[config.mk]
export PLATFORM = sky130hd
export DESIGN_NAME = csr_bank
export DESIGN_NICKNAME = d
export VERILOG_FILES = /design/src/rtl/csr_pkg.sv /design/src/rtl/csr_seg_guard.sv /design/src/rtl/csr_tick_counter.sv /design/src/rtl/csr_read_mux.sv /design/src/rtl/csr_bank.sv
export SDC_FILE = /design/constraint.sdc
export NUM_CORES = 1
export LEC_CHECK = 0
export ABC_AREA = 0
export CORE_MARGIN = 3
export CORE_UTILIZATION = 31
export CTS_BUF_LIST = sky130_fd_sc_hd__clkbuf_4 sky130_fd_sc_hd__clkbuf_8
export CTS_CLUSTER_SIZE = 25
export DETAILED_ROUTE_END_ITERATION = 10
export PLACE_DENSITY_LB_ADDON = 0.15
export SLEW_MARGIN = 20
export SYNTH_ARGS = -nofsm -noshare
export SYNTH_HDL_FRONTEND = slang
export SYNTH_SLANG_ARGS = --single-unit
[constraint.sdc]
create_clock -name clk -period 4.5 [get_ports clk]
set_input_delay 0.45 -clock clk [delete_from_list [all_inputs] [get_ports clk]]
set_output_delay 0.45 -clock clk [all_outputs]
set_load 0.02 [all_outputs]
[src/rtl/csr_pkg.sv]
`timescale 1ns/1ps
package csr_pkg;
  localparam int IDX_W   = 3;
  localparam int NUM_CSR = 1 << IDX_W;
  typedef logic [IDX_W-1:0] csr_idx_t;

  // Register indices; decoded by the core and by the host-side logic.
  localparam csr_idx_t IDX_EXE_LO = 3'd0;
  localparam csr_idx_t IDX_EXE_HI = 3'd1;
  localparam csr_idx_t IDX_PIN_IN = 3'd2;
  localparam csr_idx_t IDX_PIN_OUT = 3'd3;
  localparam csr_idx_t IDX_CNT_LO = 3'd4;
  localparam csr_idx_t IDX_CNT_HI = 3'd5;
  localparam csr_idx_t IDX_STATUS = 3'd6;
  localparam csr_idx_t IDX_HOST   = 3'd7;

  // Status byte field positions.
  localparam int ST_IRQ_BIT = 0;
  localparam int ST_CNT_BIT = 1;
  localparam int ST_SIG_LSB = 2;
endpackage

[src/rtl/csr_seg_guard.sv]
`timescale 1ns/1ps
module csr_seg_guard #(
  parameter int DATA_W = 8,
  parameter logic [DATA_W-1:0] LO_INIT = '0,
  parameter logic [DATA_W-1:0] HI_INIT = '0,
  localparam int BIT_W = $clog2(DATA_W)
) (
  input  logic              clk,
  input  logic              rst_n,
  input  logic              wr_lo,
  input  logic              wr_hi,
  input  logic [DATA_W-1:0] wdata,
  input  logic [BIT_W:0]    seg_num,
  output logic [DATA_W-1:0] exe_lo,
  output logic [DATA_W-1:0] exe_hi,
  output logic              seg_exec
);
  // Upper segment-number bit picks the mask, the rest picks the bit.
  function automatic logic seg_pick(input logic [DATA_W-1:0] lo,
                                    input logic [DATA_W-1:0] hi,
                                    input logic [BIT_W:0]    seg);
    logic [DATA_W-1:0] bank;
    bank = seg[BIT_W] ? hi : lo;
    return bank[seg[BIT_W-1:0]];
  endfunction

  always_ff @(posedge clk or negedge rst_n) begin
    if (!rst_n) begin
      exe_lo <= LO_INIT;
      exe_hi <= HI_INIT;
    end else begin
      if (wr_lo) exe_lo <= wdata;
      if (wr_hi) exe_hi <= wdata;
    end
  end

  assign seg_exec = seg_pick(exe_lo, exe_hi, seg_num);
endmodule

[src/rtl/csr_tick_counter.sv]
`timescale 1ns/1ps
module csr_tick_counter #(
  parameter int DATA_W = 8,
  localparam int CNT_W = 2 * DATA_W
) (
  input  logic              clk,
  input  logic              rst_n,
  input  logic              en,
  input  logic              wr_lo,
  input  logic              wr_hi,
  input  logic [DATA_W-1:0] wdata,
  output logic [DATA_W-1:0] cnt_lo,
  output logic [DATA_W-1:0] cnt_hi
);
  // Per-byte next value: a written byte loads, otherwise it counts;
  // the high byte takes the carry of the pre-write low byte.
  function automatic logic [CNT_W-1:0] tick_next(input logic [DATA_W-1:0] lo,
                                                 input logic [DATA_W-1:0] hi,
                                                 input logic [DATA_W-1:0] wd,
                                                 input logic              inc,
                                                 input logic              ld_lo,
                                                 input logic              ld_hi);
    logic              carry;
    logic [DATA_W-1:0] nlo;
    logic [DATA_W-1:0] nhi;
    carry = inc && (lo == {DATA_W{1'b1}});
    nlo   = ld_lo ? wd : lo + DATA_W'(inc);
    nhi   = ld_hi ? wd : hi + DATA_W'(carry);
    return {nhi, nlo};
  endfunction

  logic [CNT_W-1:0] nxt;
  assign nxt = tick_next(cnt_lo, cnt_hi, wdata, en, wr_lo, wr_hi);

  always_ff @(posedge clk or negedge rst_n) begin
    if (!rst_n) begin
      cnt_lo <= '0;
      cnt_hi <= '0;
    end else begin
      cnt_lo <= nxt[DATA_W-1:0];
      cnt_hi <= nxt[CNT_W-1:DATA_W];
    end
  end
endmodule

[src/rtl/csr_read_mux.sv]
`timescale 1ns/1ps
module csr_read_mux
  import csr_pkg::*;
#(
  parameter int DATA_W = 8
) (
  input  csr_idx_t                  idx,
  input  logic [NUM_CSR*DATA_W-1:0] regs,
  output logic [DATA_W-1:0]         rdata
);
  always_comb rdata = regs[idx*DATA_W +: DATA_W];
endmodule

[src/rtl/csr_bank.sv]
`timescale 1ns/1ps
module csr_bank
  import csr_pkg::*;
#(
  parameter int DATA_W = 8,
  parameter logic [DATA_W-1:0] EXE_LO_INIT = '0,
  parameter logic [DATA_W-1:0] EXE_HI_INIT = '0,
  localparam int SEG_W = $clog2(DATA_W) + 1,
  localparam int SIG_W = DATA_W - ST_SIG_LSB
) (
  input  logic              clk,
  input  logic              rst_n,
  input  logic [IDX_W-1:0]  csr_idx,
  input  logic              csr_we,
  input  logic [DATA_W-1:0] csr_wdata,
  output logic [DATA_W-1:0] csr_rdata,
  input  logic [SEG_W-1:0]  seg_num,
  output logic              seg_exec,
  input  logic [DATA_W-1:0] pin_in,
  output logic [DATA_W-1:0] pin_out,
  output logic [SIG_W-1:0]  host_sig,
  output logic              host_irq,
  input  logic [DATA_W-1:0] host_byte
);
  localparam int CNT_W = 2 * DATA_W;

  // One write-select line per index.
  logic [NUM_CSR-1:0] wr_sel;
  for (genvar gi = 0; gi < NUM_CSR; gi++) begin : g_wsel
    assign wr_sel[gi] = csr_we && (csr_idx == IDX_W'(gi));
  end

  logic [DATA_W-1:0] exe_lo, exe_hi, cnt_lo, cnt_hi;
  logic [DATA_W-1:0] out_q, stat_q;
  logic              cnt_en;
  logic [CNT_W-1:0]  cnt_q;

  csr_seg_guard #(
    .DATA_W (DATA_W),
    .LO_INIT(EXE_LO_INIT),
    .HI_INIT(EXE_HI_INIT)
  ) guard_i (
    .clk     (clk),
    .rst_n   (rst_n),
    .wr_lo   (wr_sel[IDX_EXE_LO]),
    .wr_hi   (wr_sel[IDX_EXE_HI]),
    .wdata   (csr_wdata),
    .seg_num (seg_num),
    .exe_lo  (exe_lo),
    .exe_hi  (exe_hi),
    .seg_exec(seg_exec)
  );

  assign cnt_en = stat_q[ST_CNT_BIT];

  csr_tick_counter #(.DATA_W(DATA_W)) cnt_i (
    .clk   (clk),
    .rst_n (rst_n),
    .en    (cnt_en),
    .wr_lo (wr_sel[IDX_CNT_LO]),
    .wr_hi (wr_sel[IDX_CNT_HI]),
    .wdata (csr_wdata),
    .cnt_lo(cnt_lo),
    .cnt_hi(cnt_hi)
  );

  assign cnt_q = {cnt_hi, cnt_lo};

  // Output byte and status byte. Indices 2 and 7 have no storage.
  always_ff @(posedge clk or negedge rst_n) begin
    if (!rst_n) begin
      out_q  <= '0;
      stat_q <= '0;
    end else begin
      if (wr_sel[IDX_PIN_OUT]) out_q  <= csr_wdata;
      if (wr_sel[IDX_STATUS])  stat_q <= csr_wdata;
    end
  end

  assign pin_out  = out_q;
  assign host_irq = stat_q[ST_IRQ_BIT];
  assign host_sig = stat_q[DATA_W-1:ST_SIG_LSB];

  logic [NUM_CSR*DATA_W-1:0] rd_vec;
  assign rd_vec = {host_byte, stat_q, cnt_hi, cnt_lo, out_q, pin_in, exe_hi, exe_lo};

  csr_read_mux #(.DATA_W(DATA_W)) rmux_i (
    .idx  (csr_idx),
    .regs (rd_vec),
    .rdata(csr_rdata)
  );
endmodule

==> run metrics <==
status finished, final reports clean; GRT Total Usage 15.3%; Leak 0.00142 uW; Final nets 299; CTS root buffer clkbuf_8; setup TNS 0 ps; H-tree levels 2; total power 1510 uW; Least-Margin Pin Slew 977 ps; R2R Path Start cnt_i.cnt_lo[2]; Clock Latency Late Sink 310 ps; simple-gate share of the synthesized area 12.0%; CTS Hold Bufs 0; setup repair after global routing missed its margin false; Synth Net Count 242; synth warn 0; post-DR wirelength/cell 20.5 um; Pins Over Slew Limit 0; dominant cell type by area after synthesis dfrtp_1; Area Growth Syn to Fin 27.6%; maxcap violations 0; Critical Path RT 4050 ps; mux cell area share after synthesis 35.2%; layout cell share with drive strength beyond 1 25.2%; gp weighted congestion 0.781; Via density 5.44; via count 1995; pwr/cell area 426 nW/um2; Register-to-Register Path Depth 7; port buffer count 57; dominant cells by area after synthesis dfrtp_1 (43%), mux2_2 (16%), mux4_1 (11%); top cell type's share of synthesized area 43.3%; Crit Path Category in2out; worst-path fanout max 15; # setup viols final 0; Distinct cells, synth 29; xor/xnor share of the synthesized area 1.90%; Seq/Total Area, Yosys 43.3%; sequential cell area 1200 um2; DRC Markers 0; fin crit share 75.4%; most frequent cells after synthesis dfrtp_1 (48), mux2_2 (40), nand2_1 (24); die height 101 um; drt initial violations 120; post-route ant nets 0; Clock Tree Buf Depth 2; asr flop ratio synth 100%; CP Capture Type output port; DIE WIDTH 101 um; first-pass GRT wire length 11700 um; Reg2Reg Capture Point cnt_i.cnt_hi[6]; cell with the most instances after synthesis dfrtp_1; Avg Synthesized Cell Area 13.6 um2; num ports 58; fmax 295 MHz; ys flop type dfrtp_1; Core Region 8460 um2; area of the multi-input gates 1500 um2; Inserted Clock Buffers 5; Cells after Synth 204; WL final 7530 um; vias in the first global route 2041; Compound-Gate Fraction of Synth Area 2.98%; adder-cell share of the synthesized area 1.81%; Post-CTS Setup Inserts 0; initial antenna violation count 0; drt first pass iters 4; grt ovf 0; CTS resizes 0; final hold vios 0; Fillers 822; largest family of logic cells by synthesized area multiplexers; Syn Std Cell Area 2770 um2; setup slack, reg-to-reg 2160 ps; n_diodes 0; Worst Setup Start Kind input port; Post-synth EDFFs 0; CTS sink count 48; largest net degree at the start of global routing 49; maximum VDD drop 0.000160 V; effective utilization at floorplan 32.8%; die area 10100 um2; Synth Register Bits 48; Worst-path clk slew 90 ps; Site Rows 33; Min-Delay Path Class in2async; DP HPWL 5560 um; post-layout min period 3390 ps; WP data arrival 2940 ps; CTS tree done; Layout Skew 8.95 ps; Rel. slew slack 34.7%
[sequential cells by signal, indices dropped and copies added, names as in the netlist]
register / cells
cnt_i.cnt_hi: 8
cnt_i.cnt_lo: 8
stat_q: 8
guard_i.exe_hi: 8
pin_out: 8
guard_i.exe_lo: 8
[routing by layer]
metal	GRT usage, %	vias up	wire length, um	part of all wire, %
met2	23.5	72	3320	44
met4	4.15	0	92	1.2
li1	-	908	-	-
met1	22.2	1006	3650	48
met5	0	-	0	0
met3	3.11	9	461	6.1
[report_power, final]
part           leakage, uW  internal (uW)  switching [uW]
clock network    0.0000586            171             152
logic             0.000786            296             209
registers         0.000576            544             134
[critical path: stages]
cell	delay, ps
clkdlybuf4s50_1	1000
mux4_1	670
mux2_2	290
clkdlybuf4s50_1	540
[final cells by class]
| class | count | share of cell area [%] |
|---|---|---|
| inverters | 3 | 0.318 |
| clock buffers | 6 | 2.16 |
| clock inverters | 2 | 0.990 |
| flip-flops and latches | 48 | 33.9 |
| well taps | 105 | 3.71 |
| repair buffers | 60 | 16.6 |
| multi-input cells | 143 | 42.3 |
[layout by cell type (no fill, tap or decap), types with 2 or more instances in the layout]
master | netlist | routed
mux4_1 | 12 | 12
mux2i_1 | 3 | 3
mux4_2 | 8 | 8
a31oi_1 | 2 | 2
and4bb_2 | 2 | 2
inv_1 | 3 | 3
clkbuf_8 | 0 | 5
nor2_1 | 2 | 2
mux2_2 | 40 | 40
or4_1 | 4 | 4
buf_4 | 2 | 3
nand4_1 | 3 | 3
or3_1 | 2 | 2
xor2_1 | 4 | 4
nand3_1 | 12 | 12
nand2_1 | 24 | 24
clkdlybuf4s50_1 | 0 | 56
o21ai_0 | 8 | 8
dfrtp_1 | 48 | 48
nand4b_2 | 2 | 2
xnor2_1 | 2 | 2
ha_1 | 4 | 4
o211ai_1 | 4 | 4
[through the flow]
step,setup slack (ps),cell area (um2),std cells,utilization [%],hold slack [ps]
after detailed placement,1060,3430,359,40.5,526
after global routing,976,3540,367,41.8,276
after global placement,1080,3430,359,40.5,522
after CTS,1060,3540,367,41.8,256
final,1110,3540,367,41.8,233
after floorplan,2620,2770,204,-,154
[worst max-delay path by stage]
stage,startpoint,to,slack [ps],cells past startpoint
after floorplan,cnt_i.cnt_lo[2],cnt_i.cnt_hi[6],2620,7
after global placement,csr_idx[1],csr_rdata[7],1080,4
after detailed placement,csr_idx[1],csr_rdata[7],1060,4
after CTS,csr_idx[1],csr_rdata[7],1060,4
after global routing,csr_idx[1],csr_rdata[7],980,4
final,csr_idx[1],csr_rdata[7],1110,4
[cells by family (layout without fill, tap and decap cells)]
kind of cell    count (synthesis)  after routing
mux                            63             63
xor+xnor                        6              6
simple gates                   56             56
flops                          48             48
buf+inv                        13             71
fa+ha+maj                       4              4
compound gates                 14             14
No activity file was read; power rests on OpenSTA's default activity.
